File: src/rtl/glb_csr_pkg.sv
package glb_csr_pkg;

   localparam int unsigned REG_COUNT = 8;
   localparam int unsigned IDX_W     = 3;

   typedef enum logic [IDX_W-1:0] {
      IDX_MON = 3'd0,
      IDX_GRP = 3'd1,
      IDX_BRD = 3'd2,
      IDX_CTL = 3'd3,
      IDX_LOC = 3'd4,
      IDX_GP0 = 3'd5,
      IDX_GP1 = 3'd6,
      IDX_GP2 = 3'd7
   } reg_idx_e;

   typedef struct packed {
      logic             en;
      logic             from_bp;
      logic [IDX_W-1:0] idx;
      logic [7:0]       data;
   } wr_cmd_t;

endpackage

File: src/rtl/glb_csr_decode.sv
module glb_csr_decode #(
   parameter int unsigned ADDR_W = 16,
   parameter int unsigned GRP_W  = 8,
   parameter int unsigned BRD_W  = 4
) (
   input  logic                           req,
   input  logic                           wide,
   input  logic [ADDR_W-1:0]              addr,
   input  logic [GRP_W-1:0]               grp,
   input  logic [BRD_W-1:0]               brd,
   output logic                           sel,
   output logic [glb_csr_pkg::IDX_W-1:0]  idx
);
   localparam int unsigned OFF_W   = ADDR_W - GRP_W - BRD_W;
   localparam int unsigned BRD_LSB = OFF_W;
   localparam int unsigned GRP_LSB = OFF_W + BRD_W;

   if (OFF_W != glb_csr_pkg::IDX_W + 1) begin : g_bad_split
      $error("decode: offset field must hold eight registers on 2-byte strides");
   end

   logic grp_hit, brd_hit;

   assign grp_hit = (addr[ADDR_W-1:GRP_LSB] == grp);
   assign brd_hit = (addr[GRP_LSB-1:BRD_LSB] == brd);
   assign sel     = req && !wide && grp_hit && brd_hit;
   assign idx     = addr[OFF_W-1:1];

endmodule

File: src/rtl/glb_csr_arb.sv
module glb_csr_arb #(
   parameter bit BP_FIRST = 1'b1
) (
   input  logic bp_sel,
   input  logic loc_req,
   output logic bp_gnt,
   output logic loc_gnt
);
   if (BP_FIRST) begin : g_bp_first
      assign bp_gnt  = bp_sel;
      assign loc_gnt = loc_req && !bp_sel;
   end else begin : g_loc_first
      assign loc_gnt = loc_req;
      assign bp_gnt  = bp_sel && !loc_req;
   end
endmodule

File: src/rtl/glb_csr_regs.sv
module glb_csr_regs
   import glb_csr_pkg::*;
#(
   parameter int unsigned DATA_W = 8,
   parameter int unsigned LM_N   = 4,
   parameter int unsigned GRP_W  = 8,
   parameter int unsigned BRD_W  = 4
) (
   input  logic              clk,
   input  logic              rst_n,
   input  wr_cmd_t           wr,
   input  logic [LM_N-1:0]   lm_hit_vec,
   input  logic [GRP_W-1:0]  grp,
   input  logic [BRD_W-1:0]  brd,
   input  logic [IDX_W-1:0]  rd_idx_a,
   input  logic [IDX_W-1:0]  rd_idx_b,
   output logic [DATA_W-1:0] rd_a,
   output logic [DATA_W-1:0] rd_b,
   output logic              irq
);
   localparam int unsigned NUM_GP  = 3;
   localparam int unsigned GP_BASE = 5;
   localparam int unsigned HI_W    = DATA_W - LM_N;
   localparam int unsigned CTL_W   = DATA_W - 1;

   if (DATA_W != 8) begin : g_bad_width
      $error("regs: register width must be one byte");
   end
   if (LM_N > DATA_W / 2) begin : g_bad_lm
      $error("regs: monitor bits must fit the low nibble");
   end
   if (GRP_W > DATA_W || BRD_W > DATA_W) begin : g_bad_sw
      $error("regs: switch fields must fit a register");
   end

   logic [LM_N-1:0]   lm_q, lm_nxt;
   logic [HI_W-1:0]   mon_hi_q;
   logic [CTL_W-1:0]  ctl_q;
   logic [DATA_W-1:0] loc_q;
   logic [DATA_W-1:0] gp_q [NUM_GP];
   logic [DATA_W-1:0] view [REG_COUNT];

   // monitors: backplane write re-arms, hit clears (hit wins)
   always_comb begin
      lm_nxt = lm_q;
      if (wr.en && wr.from_bp && reg_idx_e'(wr.idx) == IDX_MON)
         lm_nxt = lm_nxt | wr.data[LM_N-1:0];
      lm_nxt = lm_nxt & ~lm_hit_vec;
   end

   always_ff @(posedge clk) begin
      if (!rst_n) lm_q <= '1;
      else        lm_q <= lm_nxt;
   end

   always_ff @(posedge clk) begin
      if (!rst_n) begin
         mon_hi_q <= '0;
         ctl_q    <= '0;
         loc_q    <= '0;
      end else if (wr.en) begin
         case (reg_idx_e'(wr.idx))
            IDX_MON: mon_hi_q <= wr.data[DATA_W-1:LM_N];
            IDX_CTL: begin
               if (wr.data[DATA_W-1]) ctl_q <= ctl_q | wr.data[CTL_W-1:0];
               else                   ctl_q <= ctl_q & ~wr.data[CTL_W-1:0];
            end
            IDX_LOC: if (!wr.from_bp) loc_q <= wr.data;
            default: ;
         endcase
      end
   end

   for (genvar g = 0; g < NUM_GP; g++) begin : g_gp
      always_ff @(posedge clk) begin
         if (!rst_n)
            gp_q[g] <= '0;
         else if (wr.en && wr.idx == IDX_W'(GP_BASE + g))
            gp_q[g] <= wr.data;
      end
   end

   always_comb begin
      view[IDX_MON] = {mon_hi_q, lm_q};
      view[IDX_GRP] = DATA_W'(grp);
      view[IDX_BRD] = DATA_W'(brd);
      view[IDX_CTL] = {1'b0, ctl_q};
      view[IDX_LOC] = loc_q;
      for (int g = 0; g < NUM_GP; g++)
         view[GP_BASE + g] = gp_q[g];
   end

   assign rd_a = view[rd_idx_a];
   assign rd_b = view[rd_idx_b];
   assign irq  = ~&lm_q;

endmodule

File: src/rtl/glb_csr_bank.sv
module glb_csr_bank
   import glb_csr_pkg::*;
#(
   parameter int unsigned ADDR_W   = 16,
   parameter int unsigned GRP_W    = 8,
   parameter int unsigned BRD_W    = 4,
   parameter int unsigned DATA_W   = 8,
   parameter int unsigned LM_N     = 4,
   parameter int unsigned LOC_W    = 32,
   parameter bit          BP_FIRST = 1'b1
) (
   input  logic              clk,
   input  logic              rst_n,
   input  logic [GRP_W-1:0]  grp_sw,
   input  logic [BRD_W-1:0]  brd_sw,
   input  logic              loc_req,
   input  logic              loc_we,
   input  logic              loc_wide,
   input  logic [3:0]        loc_addr,
   input  logic [DATA_W-1:0] loc_wdata,
   output logic              loc_ack,
   output logic [LOC_W-1:0]  loc_rdata,
   input  logic              bp_req,
   input  logic              bp_we,
   input  logic              bp_wide,
   input  logic [ADDR_W-1:0] bp_addr,
   input  logic [DATA_W-1:0] bp_wdata,
   output logic              bp_ack,
   output logic [DATA_W-1:0] bp_rdata,
   input  logic              lm_strobe,
   input  logic [ADDR_W-1:0] lm_addr,
   output logic              irq
);
   localparam int unsigned HALF_W   = LOC_W / 2;
   localparam int unsigned LM_IDX_W = (LM_N > 1) ? $clog2(LM_N) : 1;
   localparam int unsigned GRP_LSB  = ADDR_W - GRP_W;

   if (LOC_W != 4 * DATA_W) begin : g_bad_loc
      $error("bank: local data path must be four bytes");
   end

   logic             bp_sel, bp_gnt, loc_gnt;
   logic [IDX_W-1:0] bp_idx, loc_idx;
   logic [DATA_W-1:0] loc_byte;
   logic [HALF_W-1:0] loc_half;
   logic [LM_N-1:0]  lm_hit_vec;
   wr_cmd_t          wr;

   glb_csr_decode #(.ADDR_W(ADDR_W), .GRP_W(GRP_W), .BRD_W(BRD_W)) u_dec (
      .req  (bp_req),
      .wide (bp_wide),
      .addr (bp_addr),
      .grp  (grp_sw),
      .brd  (brd_sw),
      .sel  (bp_sel),
      .idx  (bp_idx)
   );

   glb_csr_arb #(.BP_FIRST(BP_FIRST)) u_arb (
      .bp_sel  (bp_sel),
      .loc_req (loc_req),
      .bp_gnt  (bp_gnt),
      .loc_gnt (loc_gnt)
   );

   assign loc_idx = loc_addr[3:1];
   assign bp_ack  = bp_gnt;
   assign loc_ack = loc_gnt;

   always_comb begin
      wr = '0;
      if (bp_gnt && bp_we) begin
         wr.en = 1'b1; wr.from_bp = 1'b1; wr.idx = bp_idx; wr.data = bp_wdata;
      end else if (loc_gnt && loc_we) begin
         wr.en = 1'b1; wr.from_bp = 1'b0; wr.idx = loc_idx; wr.data = loc_wdata;
      end
   end

   always_comb begin
      lm_hit_vec = '0;
      if (lm_strobe && lm_addr[ADDR_W-1:GRP_LSB] == grp_sw)
         lm_hit_vec[lm_addr[LM_IDX_W:1]] = 1'b1;
   end

   glb_csr_regs #(.DATA_W(DATA_W), .LM_N(LM_N), .GRP_W(GRP_W), .BRD_W(BRD_W)) u_regs (
      .clk        (clk),
      .rst_n      (rst_n),
      .wr         (wr),
      .lm_hit_vec (lm_hit_vec),
      .grp        (grp_sw),
      .brd        (brd_sw),
      .rd_idx_a   (loc_idx),
      .rd_idx_b   (bp_idx),
      .rd_a       (loc_byte),
      .rd_b       (bp_rdata),
      .irq        (irq)
   );

   assign loc_half  = HALF_W'(loc_byte);
   assign loc_rdata = {(loc_wide ? loc_half : '0), loc_half};

   logic unused_addr_bits;
   assign unused_addr_bits = ^{loc_addr[0], lm_addr[GRP_LSB-1:LM_IDX_W+1], lm_addr[0]};

endmodule

File: config.mk
export PLATFORM = sky130hd
export DESIGN_NAME = glb_csr_bank
export DESIGN_NICKNAME = d
export VERILOG_FILES = /design/src/rtl/glb_csr_pkg.sv /design/src/rtl/glb_csr_decode.sv /design/src/rtl/glb_csr_arb.sv /design/src/rtl/glb_csr_regs.sv /design/src/rtl/glb_csr_bank.sv
export SDC_FILE = /design/constraint.sdc
export NUM_CORES = 1
export LEC_CHECK = 0
export BUFFER_PORTS_ARGS = -buffer_cell sky130_fd_sc_hd__buf_2
export CORE_MARGIN = 2
export CORE_UTILIZATION = 35
export CTS_BUF_LIST = sky130_fd_sc_hd__clkbuf_4 sky130_fd_sc_hd__clkbuf_8
export DETAILED_ROUTE_END_ITERATION = 10
export HOLD_SLACK_MARGIN = 0.03
export PLACE_DENSITY = 0.6
export SYNTH_ARGS = -nofsm -noshare
export SYNTH_HDL_FRONTEND = slang
export SYNTH_SLANG_ARGS = --single-unit
export TNS_END_PERCENT = 100
File: constraint.sdc
create_clock -name clk -period 5.6 [get_ports clk]
set_input_delay 0.56 -clock clk [delete_from_list [all_inputs] [get_ports clk]]
set_output_delay 0.56 -clock clk [all_outputs]
set_load 0.02 [all_outputs]
# --- After elaboration in Yosys (flattened, before gate mapping) ---
# Memories as Yosys holds them, arrays and structs flattened.
# Index checks and enable logic that the tools add are counted.
totals:
  output_inout_bits: 43
  mem_bits_rw: 24
  mem_count: 1
  reg_bits: 23
op_classes:
  mux: 27
  order_cmp: 4
  n_bitwise: 12
  n_reduce_logical: 21
  eq_ne: 8
memory_table:
  columns: ["name", "depth", "word_bits", "read_ports", "rd_clocked_by_memory_dff", "write_ports", "line", "text"]
  rows:
  - ["u_regs.gp_q", 3, 8, 3, 0, 3, "glb_csr_regs.sv:40", "logic [DATA_W-1:0] gp_q [NUM_GP];"]
ops:
  columns: ["op", "n"]
  rows:
  - ["$mux W8", 8]
  - ["$bmux W8 S3", 2]
  - ["$mux W13", 2]
  - ["$eq A8 B8 Y1", 2]
  - ["$logic_and A1 B1 Y1", 13]
  - ["$eq A3 B3 Y1 const B", 4]
  - ["$mux W1", 11]
  - ["$ge A4 B4 Y1 const B", 2]
  - ["$mux W4", 2]
  - ["$not A3 Y4", 2]
  - ["$and A7 B7 Y7", 1]
  - ["$mux W7", 1]
  - ["$not A7 Y7", 1]
  - ["$or A7 B7 Y7", 1]
  - ["$and A4 B4 Y4", 1]
  - ["$eq A4 B4 Y1", 1]
  - ["$not A4 Y4", 1]
  - ["$or A4 B4 Y4", 1]
  - ["$reduce_and A2 Y1", 2]
  - ["$reduce_and A4 Y1", 1]
  - ["$eq A3 B2 Y1 const B", 1]
  - ["$logic_not A1 Y1", 3]
  - ["$logic_not A3 Y1", 1]
  - ["$lt A2 B3 Y1 const B", 1]
  - ["5 further kinds", 7]

# --- Depth between registers and ports, before layout ---
depth:
  word_depth: 15
  depth_mapped: 7

# --- Cells and area by module ---
# Synthesis repeated with hierarchy kept, for this count alone.
hier_totals:
  hier_cells: 318
  hier_area_um2: 3473.3
modules_own_cells:
  columns: ["mod", "area_each_um2", "instances", "cells_per_inst"]
  rows:
  - ["glb_csr_regs", 2811.4, 1, 234]
  - ["glb_csr_bank", 475.5, 1, 62]
  - ["glb_csr_decode", 165.2, 1, 20]
  - ["glb_csr_arb", 21.3, 1, 2]

# --- Worst setup path after synthesis ---
# OpenSTA, ideal clock, no wires.
synth_timing:
  kind: "input to output"
  from: "input loc_addr[1]"
  to: "output loc_rdata[23]"
  path_slack_ns: 2.747
  stages: 6
  required_ns: 5.040
  arrival_ns: 2.293
  n_path_buf: 3
  cell_sequence: "buf_2 > buf_2 > buf_2 > mux2i_1 > o31ai_1 > and2_1"
synth_between:
  elab_chain_len: 5
synth_rtl:
  columns: ["element", "line", "text"]
  rows:
  - ["from (decl)", "glb_csr_bank.sv:19", "input logic [3:0] loc_addr,"]
  - ["$not A3 Y4 (not written as such)", "glb_csr_regs.sv:93", "assign rd_a = view[rd_idx_a];"]
  - ["$bmux W8 S3", "glb_csr_regs.sv:93", null]
  - ["$mux W8 (not written as such) (2 in series)", "glb_csr_regs.sv:93", null]
  - ["named net loc_rdata[7]", "glb_csr_bank.sv:22", "output logic [LOC_W-1:0] loc_rdata,"]
  - ["$mux W8", "glb_csr_bank.sv:100", "assign loc_rdata = {(loc_wide ? loc_half : '0), loc_half};"]
  - ["to (decl)", "glb_csr_bank.sv:22", null]
# The timed path passes the listed nets, and every way through them passes these cells. The select of a mux whose other input is x is not followed.

==> impl_metrics.env <==
export IMPL_status="completed"
export IMPL_dpl_hpwl_um=7668
export IMPL_yosys_top_cells_count="nand2_1, edfxtp_1, mux2i_1, mux4_2, nor3_1"
export IMPL_worst_setup_path_type="input pin to register"
export IMPL_antenna_found_initial=0
export IMPL_ys_ff_latch=47
export IMPL_grt_ovfl_total=0
export IMPL_r2r_start="u_regs.lm_q[2]"
export IMPL_finalHoldViolCount=0
export IMPL_grt_setup_unrepaired="false"
export IMPL_p_total_w=0.0007925
export IMPL_ys_warn_count=0
export IMPL_numCtsBuffers=5
export IMPL_final_setup_tns_ns=0
export IMPL_clockBufferDepth=2
export IMPL_crit_path_max_fanout=37
export IMPL_seq_area_frac_synth_pct=32.63
export IMPL_synth_edff_count=24
export IMPL_die_area_mm2=0.01117
export IMPL_drv_slew=0
export IMPL_drtPass1Iterations=4
export IMPL_critPathLaunchType="input pin"
export IMPL_crit_path_end_kind="register"
export IMPL_grt_pass1_wl_um=15860
export IMPL_path_clk_slew_ns=0.09
export IMPL_grt_pass1_vias=2976
export IMPL_cts_hold_buf=0
export IMPL_cts_root_buf="clkbuf_8"
export IMPL_pin_count=116
export IMPL_reg2reg_depth=1
export IMPL_r2r_setup_slack_ns=4.80
export IMPL_core_area_mm2=0.01018
export IMPL_cts_resized=0
export IMPL_n_fill_cell=1006
export IMPL_multi_input_area_mm2=0.002256
export IMPL_num_rows=37
export IMPL_clockPowerShare_pct=26.2
export IMPL_setup_viol=0
export IMPL_wirelength_um=10490
export IMPL_switching_share_pct=30.64
export IMPL_synthFlopType="edfxtp_1"
export IMPL_synth_top_area_cell="edfxtp_1"
export IMPL_ant_nets=0
export IMPL_seqPwrFrac_pct=47.9
export IMPL_ir_worst_vdd_mv=0.07445
export IMPL_rr_endpoint="u_regs.lm_q[2]"
export IMPL_hold_path_cell_count=2
export IMPL_via_per_inst=5.454
export IMPL_synthCells=343
export IMPL_crit_arrival_ns=3.36
export IMPL_port_buffers=91
export IMPL_synth_most_common_cell="nand2_1"
export IMPL_fmax_ghz=0.2926
export IMPL_fin_nets=491
export IMPL_gp_congestion=0.7737
export IMPL_slew_headroom_pct=32.79
export IMPL_register_area_mm2=0.001181
export IMPL_worst_pin_slew_ns=0.9942
export IMPL_power_leakage_nw=1.650
export IMPL_yosys_area_top_type_share_pct=19.91
export IMPL_diodes=0
export IMPL_die_h_um=105.7
export IMPL_syn_avg_cell_area_um2=10.55
export IMPL_drcViolationCount=0
export IMPL_hp_class="register to register"
export IMPL_yosysUniqueCellTypes=41
export IMPL_min_period_over_period_pct=61.02
export IMPL_drive_above_1_share_pct=39.38
export IMPL_yosys_top_cells_area="edfxtp_1, mux4_2, dfxtp_1"
export IMPL_wl_per_cell_um=18.89
export IMPL_intPower_w=0.0005497
export IMPL_power_frac_comb_pct=25.9
export IMPL_grt_max_degree=38
export IMPL_p_per_area_mw_per_mm2=189.4
export IMPL_finalClockSkew_ns=0
export IMPL_switchingPower_w=0.0002428
export IMPL_htreeDepth=2
export IMPL_period_needed_ns=3.417
export IMPL_initial_utilization_pct=35.54
export IMPL_detail_route_iter0_violations=197
export IMPL_die_width_um=105.7
export IMPL_drv_cap=0
export IMPL_cp_required_ns=5.54
export IMPL_clock_latency_ns=0.30
export IMPL_synthArstFlopShare_pct=0
export IMPL_tritoncts="done"
export IMPL_area_growth_pct=15.62
export IMPL_synth_area_mm2=0.003620
export IMPL_grt_use_total_pct=18.42
export IMPL_cts_sinks=47
export IMPL_num_vias=3027
export IMPL_post_cts_setup_buffer_count=0
[metal layers]
metal / track usage, % / vias up / part of all wire (%)
met3: 3.154 / 15 / 6.4
met2: 31.98 / 121 / 48
met5: 0 / - / 0
li1: - / 1415 / -
met1: 23.64 / 1476 / 43
met4: 4.981 / 0 / 2.1
[per-stage QoR]
stage | cell area (um2) | hold WS (ns) | worst slack [ns] | instances | utilization [%]
after CTS | 4185 | 0.4816 | 2.200 | 555 | 41.09
after detailed placement | 4096 | 0.4669 | 1.880 | 547 | 40.22
final | 4185 | 0.4776 | 2.183 | 555 | 41.09
after global placement | 4096 | 0.4652 | 1.842 | 547 | 40.22
after floorplan | 3676 | 0.4451 | 2.747 | 358 | -
after global routing | 4185 | 0.5198 | 2.020 | 555 | 41.09
[kinds of logic (layout without fill, tap and decap cells)]
group | after synthesis | in the layout | share of synthesized area, %
compound gates | 32 | 32 | 6.810
xor+xnor | 20 | 20 | 4.839
buf+inv | 44 | 105 | 6.602
flops | 47 | 47 | 32.63
mux | 73 | 73 | 29.87
other cells | 1 | 16 | 0.1036
simple gates | 126 | 126 | 19.15
[cells in the final DEF (no fill, tap or decap), types with 2 or more instances in the layout]
cell type   n
dfxtp_1    23
nor2_1     14
a211oi_1    4
nand4_1     4
nand4b_1    2
nor3b_1     5
xor2_1     12
a21oi_1     8
nand2_1    31
a211oi_2    4
nor3_2      8
nor4_2      2
mux2i_1    24
clkbuf_8    5
buf_2      91
nor3_1     24
edfxtp_1   24
mux4_2     24
nand3_1    20
mux2_4      5
o31ai_1     2
conb_1     16
and2_1     10
xnor2_1     8
mux2_2     20
buf_4       3
o2111a_1    4
o21ai_0     6
clkinv_1    3
o31a_1      3
[critical path: stages]
cell and delay (ns):
buf_2 0.15, xor2_1 0.18, nor4_2 0.37, nand4_4 0.63, mux2i_1 0.97, nand2_1 0.48
[cell type report]
cell class	count	share of cell area (%)
Clock buffer	6	1.824
Clock inverter	2	0.2990
Inverter	3	0.2691
Multi-Input combinational cell	267	53.90
Sequential cell	47	28.22
Tap cell	136	4.066
Timing Repair Buffer	94	11.42
[how the worst max path moves through the flow]
stage | start | endpoint | cells past startpoint
2_1_floorplan | loc_addr[1] | loc_rdata[23] | 6
3_3_place_gp | grp_sw[5] | u_regs.gp_q[1][5] | 6
3_5_place_dp | grp_sw[5] | u_regs.gp_q[1][6] | 6
4_1_cts | grp_sw[5] | u_regs.gp_q[1][1] | 6
5_1_grt | grp_sw[5] | u_regs.gp_q[1][0] | 6
6_report | grp_sw[5] | u_regs.gp_q[1][1] | 6
[power by group through the flow]
stage          clock network (W)  logic (W)  registers, W
2_1_floorplan                  0   0.000145      0.000385
3_3_place_gp                   0   0.000204      0.000386
3_5_place_dp                   0   0.000206      0.000387
4_1_cts                 0.000212   0.000207      0.000379
5_1_grt                 0.000224   0.000220      0.000381
6_report                0.000208   0.000205      0.000379
(Power assumes the default switching activity.)
